===== src/rtl/mdm_pkg.sv =====
package mdm_pkg;

    localparam int CTL_W   = 8;
    localparam int N_LINES = 4;
    localparam int RI_IDX  = 2;   // position of RI within line_t (dcd,ri,dsr,cts)

    typedef struct packed {
        logic [2:0] rsvd;
        logic       loop;
        logic       out2;
        logic       out1;
        logic       rts;
        logic       dtr;
    } ctl_t;

    typedef struct packed {
        logic dcd;
        logic ri;
        logic dsr;
        logic cts;
    } line_t;

    typedef struct packed {
        line_t                now;
        logic [N_LINES-1:0]   chg;
    } sts_t;

    function automatic ctl_t ctl_from_byte(input logic [CTL_W-1:0] b);
        ctl_t c;
        c      = ctl_t'(b);
        c.rsvd = 3'b000;
        return c;
    endfunction

    function automatic line_t loop_route(input ctl_t c);
        line_t l;
        l.cts = c.rts;
        l.dsr = c.dtr;
        l.ri  = c.out1;
        l.dcd = c.out2;
        return l;
    endfunction

endpackage


===== src/rtl/mdm_ctrl_reg.sv =====
module mdm_ctrl_reg
    import mdm_pkg::*;
(
    input  logic             clk,
    input  logic             rst,
    input  logic             wr,
    input  logic [CTL_W-1:0] wdata,
    output ctl_t             ctl,
    output logic             dtr_n,
    output logic             rts_n,
    output logic             out1_n,
    output logic             out2_n
);
    ctl_t ctl_q;

    always_ff @(posedge clk) begin
        if (rst)
            ctl_q <= '0;
        else if (wr)
            ctl_q <= ctl_from_byte(wdata);
    end

    always_comb begin
        ctl    = ctl_q;
        dtr_n  = ctl_q.loop | ~ctl_q.dtr;
        rts_n  = ctl_q.loop | ~ctl_q.rts;
        out1_n = ctl_q.loop | ~ctl_q.out1;
        out2_n = ctl_q.loop | ~ctl_q.out2;
    end
endmodule


===== src/rtl/mdm_line_sync.sv =====
module mdm_line_sync #(
    parameter int STAGES = 2
) (
    input  logic clk,
    input  logic rst,
    input  logic pin_n,
    output logic active
);
    logic [STAGES-1:0] sh_q;

    always_ff @(posedge clk) begin
        if (rst)
            sh_q <= '1;
        else
            sh_q <= {sh_q[STAGES-2:0], pin_n};
    end

    assign active = ~sh_q[STAGES-1];
endmodule


===== src/rtl/mdm_delta_track.sv =====
module mdm_delta_track
    import mdm_pkg::*;
(
    input  logic               clk,
    input  logic               rst,
    input  line_t              cur,
    input  logic               rd,
    output logic [N_LINES-1:0] chg
);
    line_t              prev_q;
    logic [N_LINES-1:0] ev;
    logic [N_LINES-1:0] chg_q;
    logic [N_LINES-1:0] cur_v;
    logic [N_LINES-1:0] prev_v;

    assign cur_v  = cur;
    assign prev_v = prev_q;

    for (genvar i = 0; i < N_LINES; i++) begin : g_ev
        if (i == RI_IDX) begin : g_trail
            assign ev[i] = prev_v[i] & ~cur_v[i];
        end else begin : g_any
            assign ev[i] = prev_v[i] ^ cur_v[i];
        end
    end

    always_ff @(posedge clk) begin
        if (rst) begin
            prev_q <= '0;
            chg_q  <= '0;
        end else begin
            prev_q <= cur;
            chg_q  <= rd ? ev : (chg_q | ev);
        end
    end

    assign chg = chg_q;
endmodule


===== src/rtl/modem_ctl_stat.sv =====
module modem_ctl_stat
    import mdm_pkg::*;
#(
    parameter int SYNC_STAGES = 2
) (
    input  logic             clk,
    input  logic             rst,
    input  logic             ctl_wr,
    input  logic [CTL_W-1:0] ctl_wdata,
    output logic [CTL_W-1:0] ctl_rdata,
    input  logic             sts_rd,
    output logic [CTL_W-1:0] sts_rdata,
    input  logic             pin_cts_n,
    input  logic             pin_dsr_n,
    input  logic             pin_ri_n,
    input  logic             pin_dcd_n,
    output logic             pin_dtr_n,
    output logic             pin_rts_n,
    output logic             pin_out1_n,
    output logic             pin_out2_n,
    output logic             chg_irq
);
    ctl_t               ctl;
    line_t              ext_lines;
    line_t              cur_lines;
    logic [N_LINES-1:0] pins_n;
    logic [N_LINES-1:0] ext_v;
    logic [N_LINES-1:0] chg;
    sts_t               sts;

    mdm_ctrl_reg u_ctrl (
        .clk    (clk),
        .rst    (rst),
        .wr     (ctl_wr),
        .wdata  (ctl_wdata),
        .ctl    (ctl),
        .dtr_n  (pin_dtr_n),
        .rts_n  (pin_rts_n),
        .out1_n (pin_out1_n),
        .out2_n (pin_out2_n)
    );

    assign pins_n = {pin_dcd_n, pin_ri_n, pin_dsr_n, pin_cts_n};

    for (genvar i = 0; i < N_LINES; i++) begin : g_sync
        mdm_line_sync #(.STAGES(SYNC_STAGES)) u_sync (
            .clk    (clk),
            .rst    (rst),
            .pin_n  (pins_n[i]),
            .active (ext_v[i])
        );
    end

    assign ext_lines = line_t'(ext_v);
    assign cur_lines = ctl.loop ? loop_route(ctl) : ext_lines;

    mdm_delta_track u_delta (
        .clk (clk),
        .rst (rst),
        .cur (cur_lines),
        .rd  (sts_rd),
        .chg (chg)
    );

    always_comb begin
        sts.now = cur_lines;
        sts.chg = chg;
    end

    assign sts_rdata = sts;
    assign ctl_rdata = ctl;
    assign chg_irq   = |chg;
endmodule


===== config.mk =====
export PLATFORM = sky130hd
export DESIGN_NAME = modem_ctl_stat
export DESIGN_NICKNAME = d
export VERILOG_FILES = /design/src/rtl/mdm_pkg.sv /design/src/rtl/mdm_ctrl_reg.sv /design/src/rtl/mdm_line_sync.sv /design/src/rtl/mdm_delta_track.sv /design/src/rtl/modem_ctl_stat.sv
export SDC_FILE = /design/constraint.sdc
export NUM_CORES = 1
export LEC_CHECK = 0
export BUFFER_PORTS_ARGS = -buffer_cell sky130_fd_sc_hd__buf_2
export CORE_UTILIZATION = 40
export DETAILED_ROUTE_END_ITERATION = 12
export PLACE_DENSITY_LB_ADDON = 0.15
export SYNTH_ARGS = -nofsm -noshare
export SYNTH_HDL_FRONTEND = slang
export SYNTH_SLANG_ARGS = --single-unit

===== constraint.sdc =====
create_clock -name clk -period 1.11 [get_ports clk]
set_input_delay 0.0555 -clock clk [delete_from_list [all_inputs] [get_ports clk]]
set_output_delay 0.0555 -clock clk [all_outputs]
set_load 0.05 [all_outputs]

-- Yosys cells after proc, flatten, opt, wreduce, memory -nomap -nowiden
Cells that the tools add are included.
- register bits: 21
- bits of input ports: 16
- output and inout port bits: 21
- word-level logic and storage cells: 35
- multiplexer cells: 2
- bitwise gates (word level): 18
- reduce and logical (&&, ||, !) cells: 1
- operators with widths (cell ; count):
    $not A1 Y1 ; 9
    $mux W4 ; 2
    $or A1 B1 Y1 ; 4
    $or A4 B4 Y4 ; 1
    $reduce_or A4 Y1 ; 1
    $xor A1 B1 Y1 ; 3
    $and A1 B1 Y1 ; 1

-- Longest topological paths before layout
Gate-level depths: netlist of the first run.
- depth after elaboration: 6
- depth in mapped cells: 4
- depth with buffers taken out: 3

-- Cells and area by module
A second synthesis of the first run with hierarchy kept.
- cell total of the unflattened synthesis: 73
- area total of the unflattened synthesis: 772.0 sq um
- by module, submodules not included (module ; times used ; cells an instance ; area each (sq um) ; seq. area each (sq um)):
    mdm_delta_track ; 1 ; 24 ; 262.8 ; 160.2
    mdm_ctrl_reg ; 1 ; 24 ; 231.5 ; 100.1
    mdm_line_sync ; 4 ; 5 ; 56.3 ; 40.0
    modem_ctl_stat ; 1 ; 5 ; 52.6 ; 0.0

-- Worst setup path before layout of the first run
OpenSTA, ideal clock, no wires.
- path type: register to output
- start point: register u_ctrl.ctl_q (netlist bit u_ctrl.ctl[4])
- end point: output port sts_rdata[6]
- data arrival time: 1.567 ns
- path slack: -0.513 ns
- stages on the path, launching flop included: 4
- buffers on the path: 1
- path through: dfxtp_1 -> buf_6 -> nor2b_1 -> nor2_1
- word-level cells in the longest chain between the ends: 1
- RTL lines (what ; line ; RTL):
    from (decl) ; mdm_ctrl_reg.sv:14 ; ctl_t ctl_q;
    from (signal assigned) ; mdm_ctrl_reg.sv:20 ; ctl_q <= ctl_from_byte(wdata);
    $mux W4 ; modem_ctl_stat.sv:55 ; assign cur_lines = ctl.loop ? loop_route(ctl) : ext_lines;
    to (decl) ; modem_ctl_stat.sv:12 ; output logic [CTL_W-1:0] sts_rdata,
Every way passes these cells.

-- Final worst setup path of the first run
- start point: register u_ctrl.ctl_q (netlist bit u_ctrl.ctl[4])
- end point: output port sts_rdata[4]
Same word-level chain as after synthesis.

==> metrics.sh, run 1 <==
CRITPATHBUFINV=2
DETAIL_ROUTE.ITER0.VIOLATIONS=2
NETLIST_AREA_SQ_UM=882.1
WIRE_PER_INST_MICRONS=10.18
CORE.ROWCOUNT=16
VIAS_PER_CELL=4.396
BUFFER_PORTS.INSERTED=30
STATIC_LEAK_nW=0.5855
STATUS='finished with violations'
GRT_ANTENNA_BEFORE_REPAIR=0
CTS.ROOT.BUFFER_CELL='sky130_fd_sc_hd__clkbuf_4'
SYNTHFLOPTYPE='sky130_fd_sc_hd__dfxtp_1'
FINALSETUPVIOLCOUNT=13
CP_DATA_ARRIVAL_TIME_NS=1.36
YOSYSUNIQUECELLTYPES=20
LEFTOVER_OVERFLOW_AT_THE_END_OF_GLOBAL_ROUTING=0
CRITICAL_PATH_CLASS='register to output pin'
DIODES_INSERTED=0
NNETSFINAL=149
SYNTH.TOP_CELLS.BY_AREA='sky130_fd_sc_hd__dfxtp_1 48%, sky130_fd_sc_hd__mux2i_1 5.7%, sky130_fd_sc_hd__or2_2 5.7%'
FINALCRITICALPERIOD_NS=1.415
SYNTH.LARGEST_AREA_CELL='sky130_fd_sc_hd__dfxtp_1'
SETUP_WS_NS=-0.3049
TIMING.CRITICAL_PATH.FROM_TYPE='register'
GRT_START_MAX_NET_PINS=22
DRT_PRE_ANTENNA_ITERS=4
GROUTE.USAGE.OVERALL=0.1481
FINAL.PERIOD_UTILIZATION=1.275
DRV_SLEW=0
SEQUENCE_OF_CELLS_ON_THE_CRITICAL_PATH='and2b_1 > or2_4 > clkinvlp_4 > buf_8'
HOLD_PATH.CLASS='input port to register'
FINCLKSKEW_NS=0.009518
VDD_IR_DROP_MAX_mV=0.9713
WORSTPATHMAXFANOUT=8
CPLARGESTDELAYFAMILY='simple AND/OR/NAND/NOR gates'
COREAREA_SQ_MM=0.002022
AREA_SHARE_OF_THE_LEADING_CELL_TYPE_IN_THE_SYNTHESIZED_NETLIST=0.4766
CLKTRANSATPATHREGS_NS=0.12
LAYOUT-AREA-OVERHEAD-VS-SYNTH_PCT=53.62
MOST_USED_STANDARD_CELL_BY_INSTANCE_COUNT_AFTER_SYNTHESIS='sky130_fd_sc_hd__dfxtp_1'
VIAS=699
WIRE_LENGTH_OF_THE_FIRST_GLOBAL_ROUTING_PASS_MICRONS=2704
INSERTION_DELAY_NS=0.31
PIN_COUNT=37
CRIT_REQUIRED_NS=1.05
SHARE_OF_LAYOUT_CELLS_ABOVE_DRIVE_STRENGTH_1=0.6288
CLOCK_TREE_FROM_TRITONCTS='built'
CRIT_PATH_TOP_DELAY_CELL='sky130_fd_sc_hd__dfxtp_4'
FINALWEIGHTEDCONGESTION=0.7181
WORST_SETUP_PATH_END_KIND='output pin'
CP_SLOWEST_STAGE_DELAY_NS=0.40
FINISH.CELL_COUNT_WITHOUT_FILLERS=159
DRC=0
POST_SYNTH_EDFFS=0
SYNTH.CELLS.MOST_FREQUENT='21 x sky130_fd_sc_hd__dfxtp_1, 12 x sky130_fd_sc_hd__nor2_1, 8 x sky130_fd_sc_hd__or2_2, 6 x sky130_fd_sc_hd__nor2b_1'
YS.WARNINGS.COUNT=0
REPORT.FINAL.HOLD_VIOL_COUNT=0
GRT_PASS1_VIAS=663
MAX_FREQ_GHz=0.7068
DP_CELLS=141
POSTSYNTH.ASYNCRESETSHARE=0
NUMBER_OF_BUFFERS_CREATED_BY_CTS=3
FINAL_ANT_VIOL_NETS=0
DP_SLACK_NS=-0.09043
YOSYSSEQAREASHARE=0.4766
DIE-AREA_SQ_MM=0.002397
HTREEDEPTH=1
INITIAL_CORE_UTILIZATION=0.4363
RSZ0062_AT_GRT='true'
CAP_VIOL_MAX_COUNT=0
DIEWIDTH_MICRONS=48.96
VIOLATED_CHECKS='negative setup slack'
FLOORPLAN.DIE.HEIGHT_MICRONS=48.96
POSTSYNTHAREAPERCELL_SQ_UM=10.26
YS_FF_LATCH=21
ROUTE.FINAL.WIRE_LENGTH_MICRONS=1619
CTS.SINKS=21
CTSLONGESTPATHBUFFERS=2
POST_SYNTH_INST_COUNT=86
HPWLAFTERDP_MICRONS=1118
POWERDENSITY_mW_PER_MM2=1302
stage by stage:
stage               setup TNS, ns  area, sq um  hold WS [ns]  utilization  power, mW
floorplan                 -0.2961        930.9        0.1593            -      1.215
global placement          -0.1840         1092        0.2372       0.5402      1.296
detailed placement        -0.3289         1092        0.2429       0.5402      1.302
CTS                        -2.158         1320      0.005625       0.6528      1.769
global route               -2.954         1355       0.01149       0.6702      1.842
finish                     -2.169         1355      0.006455       0.6702      1.764
path summary, 6_finish.rpt:
check	startpoint	end	slack, ns	cells after the start
min reg2reg	g_sync[0].u_sync.sh_q[0]$_SDFF_PP1_	g_sync[0].u_sync.sh_q[1]$_SDFF_PP1_	0.42	1
max reg2reg	u_ctrl.ctl[4]$_SDFFE_PP0P_	u_delta.chg[2]$_SDFF_PP0_	-0.14	6
min	ctl_wdata[1]	u_ctrl.ctl[1]$_SDFFE_PP0P_	0.006	3
max	u_ctrl.ctl[4]$_SDFFE_PP0P_	sts_rdata[4]	-0.30	4
state kept, by name, indices dropped and copies added (netlist names):
signal / flops
u_ctrl.ctl: 5
u_delta.prev_q: 4
g_sync.u_sync.sh_q: 8
u_delta.chg: 4
timing repair:
item | 4_1_cts | 5_1_grt
pin swaps | 5 | 1
gates resized for setup | 25 | 5
setup buffers | 5 | 2
endpoints found under the hold margin | 8 | 0
hold buffers | 8 | 0
endpoints found under the setup margin | 12 | 14
placed cells by master, fill, tap and decap left out, types with 3 or more instances in the layout:
cell type / n
sky130_fd_sc_hd__clkbuf_4: 3
sky130_fd_sc_hd__buf_6: 6
sky130_fd_sc_hd__dfxtp_1: 12
sky130_fd_sc_hd__nor2_1: 9
sky130_fd_sc_hd__or2_4: 3
sky130_fd_sc_hd__buf_4: 9
sky130_fd_sc_hd__mux2i_1: 5
sky130_fd_sc_hd__clkinvlp_4: 4
sky130_fd_sc_hd__nor2b_1: 4
sky130_fd_sc_hd__dfxtp_2: 7
sky130_fd_sc_hd__or2_2: 8
sky130_fd_sc_hd__nor2b_4: 5
sky130_fd_sc_hd__buf_2: 21
sky130_fd_sc_hd__a211oi_2: 3
sky130_fd_sc_hd__dlygate4sd3_1: 8
sky130_fd_sc_hd__nand2b_1: 5
sky130_fd_sc_hd__conb_1: 3
sky130_fd_sc_hd__buf_8: 3
final cells by class:
cell class	instances	area, sq um
inverters	3	22.52
multi-input cells	57	466.7
repair buffers	47	365.4
clock inverters	1	7.507
fillers	183	666.9
flip-flops and latches	21	436.7
clock buffers	3	22.52
well taps	27	33.78
metal layers:
layer | GRT usage | share of wire | vias up
li1 | - | - | 360
met1 | 0.1519 | 0.41 | 321
met2 | 0.2824 | 0.54 | 18
met3 | 0.05607 | 0.042 | 0
met4 | 0.02941 | 0 | 0
met5 | 0 | 0 | -
worst reg2reg max path, cell delays in order, from the launching register on:
cell,delay (ns)
sky130_fd_sc_hd__dfxtp_4,0.39
sky130_fd_sc_hd__buf_4,0.16
sky130_fd_sc_hd__nor2b_4,0.14
sky130_fd_sc_hd__buf_4,0.12
sky130_fd_sc_hd__buf_4,0.13
sky130_fd_sc_hd__o21ai_2,0.12
sky130_fd_sc_hd__a21oi_1,0.07
kinds of logic after synthesis:
family | after synthesis | synth area share
flops | 21 | 0.4766
other cells | 1 | 0.004251
simple gates | 44 | 0.3447
buf+inv | 10 | 0.06383
mux | 5 | 0.05674
compound gates | 5 | 0.05389
power breakdown:
group          internal, mW  switching, mW
clock                 0.137          0.229
combinational         0.235          0.332
sequential            0.800         0.0303
No activity file was read; power rests on OpenSTA's default activity.
==> run 2, diff against run 1 <==
--- a/config.mk
+++ b/config.mk
@@ -6,8 +6,9 @@
 export NUM_CORES = 1
 export LEC_CHECK = 0
 export BUFFER_PORTS_ARGS = -buffer_cell sky130_fd_sc_hd__buf_2
-export CORE_UTILIZATION = 40
+export CORE_UTILIZATION = 41
 export DETAILED_ROUTE_END_ITERATION = 12
+export HOLD_SLACK_MARGIN = 0.05
 export PLACE_DENSITY_LB_ADDON = 0.15
 export SYNTH_ARGS = -nofsm -noshare
 export SYNTH_HDL_FRONTEND = slang
==> run 2 against run 1 <==
  * The flow still finishes with violations (negative setup slack)
  * Die area shrank 2.3%
  * Wire length rose by 2.2%
  * Utilization increased by 1.3 points
  * Global-route usage is 0.96 points higher
  * Clock skew fell by 0.0037 ns
  * Non-clock buffer count is 1 higher
  * Largest power group unchanged
  * Highest routed layer is now met4
==> metrics.sh, run 2 (synthesis gave the netlist of run 1 again) <==
CLKTRANSATPATHREGS_NS=0.12
CRIT_REQUIRED_NS=1.05
NNETSFINAL=150
FINALSETUPVIOLCOUNT=13
STATIC_LEAK_nW=0.5901
GRT_START_MAX_NET_PINS=22
GRT_ANTENNA_BEFORE_REPAIR=0
CAP_VIOL_MAX_COUNT=0
FINCLKSKEW_NS=0.005815
NETSWITCHINGFRACTION=0.3365
FINALCRITICALPERIOD_NS=1.416
POWERDENSITY_mW_PER_MM2=1299
CORE.ROWCOUNT=16
DIODES_INSERTED=0
FINAL_COMMON_CELL='sky130_fd_sc_hd__buf_2'
POWER.INTERNAL_mW=1.179
MAX_FREQ_GHz=0.7063
FINAL_TOTAL_PWR_mW=1.777
CTS.ROOT.BUFFER_CELL='sky130_fd_sc_hd__clkbuf_4'
HOLD_PATH.CLASS='input port to register'
LEFTOVER_OVERFLOW_AT_THE_END_OF_GLOBAL_ROUTING=0
CRITICAL_PATH_CLASS='register to output pin'
SW_PWR_uW=597.8
WIRE_PER_INST_MICRONS=10.34
NUMBER_OF_BUFFERS_CREATED_BY_CTS=3
GROUTE.USAGE.OVERALL=0.1578
FILLCELLCOUNT=162
REPORT.FINAL.HOLD_VIOL_COUNT=0
RSZ0062_AT_GRT='true'
WORSTPATHMAXFANOUT=8
VIAS_PER_CELL=4.388
SHARE_OF_LAYOUT_CELLS_ABOVE_DRIVE_STRENGTH_1=0.6165
WIRE_LENGTH_OF_THE_FIRST_GLOBAL_ROUTING_PASS_MICRONS=2835
FLOORPLAN.DIE.HEIGHT_MICRONS=48.39
POST-ROUTE-UTIL=0.6831
FINAL_ANT_VIOL_NETS=0
COREAREA_SQ_MM=0.002002
FINALWEIGHTEDCONGESTION=0.7053
NUMBER_OF_FLIP_FLOPS_UNDER_THE_LARGEST_REGISTER_NAME=8
DP_SLACK_NS=-0.07391
DRC=0
GRT_PASS1_VIAS=687
LAYOUT-AREA-OVERHEAD-VS-SYNTH_PCT=55.04
CP_DATA_ARRIVAL_TIME_NS=1.36
CTS.SINKS=21
PIN_COUNT=37
DRT_PRE_ANTENNA_ITERS=2
VIAS=702
REGMOSTFLOPS='g_sync.u_sync.sh_q'
FINAL.PERIOD_UTILIZATION=1.276
DRV_SLEW=0
INSERTION_DELAY_NS=0.30
DIE-AREA_SQ_MM=0.002341
CTSLONGESTPATHBUFFERS=2
BUFFER_PORTS.INSERTED=30
INITIAL_CORE_UTILIZATION=0.4406
COMBINATIONALPOWERSHARE=0.323
SETUP_WS_NS=-0.3058
HPWLAFTERDP_MICRONS=1074
STATUS='finished with violations'
DIEWIDTH_MICRONS=48.39
CLOCK_POWER_SHARE=0.210
HTREEDEPTH=1
VIOLATED_CHECKS='negative setup slack'
WORST_SETUP_PATH_END_KIND='output pin'
DETAIL_ROUTE.ITER0.VIOLATIONS=3
FINAL_CELL_MIX='21 x sky130_fd_sc_hd__buf_2, 12 x sky130_fd_sc_hd__dfxtp_1, 10 x sky130_fd_sc_hd__dlygate4sd3_1'
VDD_IR_DROP_MAX_mV=1.186
SHARE_SEQ_OF_TOTAL_POWER=0.467
CLOCK_TREE_FROM_TRITONCTS='built'
ROUTE.FINAL.WIRE_LENGTH_MICRONS=1654
TIMING.CRITICAL_PATH.FROM_TYPE='register'
==> run 2: changes by cell type in the layout (fill, tap and decap cells not counted), sizes merged <==
cell	before	now
dlygate4sd3	8	10
buf	39	38
==> run 2: timing repair <==
item                                    4_1_cts  5_1_grt
pin swaps                                     3        2
hold endpoints to repair                     10        0
hold buffers                                 10        0
endpoints found under the setup margin       12       14
resized for setup                            24        7
buffers inserted                              4        2
==> run 2: cell type report <==
| type | instances | area [sq um] | share of cell area |
|---|---|---|---|
| multi-input cells | 57 | 459.2 | 0.3358 |
| flip-flops and latches | 21 | 436.7 | 0.3193 |
| repair buffers | 48 | 385.4 | 0.2818 |
| well taps | 27 | 33.78 | 0.02470 |
| clock buffers | 3 | 22.52 | 0.01647 |
| inverters | 3 | 22.52 | 0.01647 |
| clock inverters | 1 | 7.507 | 0.005489 |
==> run 2: per-layer routing <==
layer  global-route usage  vias to the layer above  wire length (microns)
li1                     -                      363                      -
met1               0.1739                      318                    691
met2               0.2770                       19                    876
met3              0.06604                        2                     73
met4              0.04412                        0                     12
met5                    0                        -                      0
==> run 2: stage by stage <==
stage / hold slack, ns / TNS, ns / instance area (sq um) / instances
2_1_floorplan: 0.1593 / -0.2961 / 930.9 / 88
3_3_place_gp: 0.2378 / -0.1836 / 1092 / 141
3_5_place_dp: 0.2390 / -0.2641 / 1092 / 141
4_1_cts: 0.1021 / -2.205 / 1333 / 159
5_1_grt: 0.1311 / -3.134 / 1368 / 160
6_report: 0.1115 / -2.281 / 1368 / 160
==> run 2: worst max-delay path, stage by stage (launching register included) <==
cell,delay (ns)
sky130_fd_sc_hd__dfxtp_4,0.41
sky130_fd_sc_hd__and2b_1,0.20
sky130_fd_sc_hd__or2_4,0.24
sky130_fd_sc_hd__clkinvlp_4,0.07
sky130_fd_sc_hd__buf_8,0.13
==> run 2: worst paths after layout <==
| check | start | end | slack, ns | cells after the start |
|---|---|---|---|---|
| setup / recovery | u_ctrl.ctl[4]$_SDFFE_PP0P_ | sts_rdata[4] | -0.31 | 4 |
| hold / removal | ctl_wr | u_ctrl.ctl[2]$_SDFFE_PP0P_ | 0.11 | 3 |
| setup reg to reg | u_ctrl.ctl[4]$_SDFFE_PP0P_ | u_delta.chg[0]$_SDFF_PP0_ | -0.24 | 5 |
| hold reg to reg | g_sync[3].u_sync.sh_q[0]$_SDFF_PP1_ | g_sync[3].u_sync.sh_q[1]$_SDFF_PP1_ | 0.43 | 1 |
==> run 2: power groups by stage <==
stage / logic (mW) / registers [mW] / clock network, mW
after global routing: 0.605 / 0.838 / 0.431
final: 0.574 / 0.830 / 0.373
after floorplan: 0.292 / 0.922 / 0
after CTS: 0.554 / 0.830 / 0.392
after global placement: 0.449 / 0.846 / 0
after detailed placement: 0.454 / 0.846 / 0
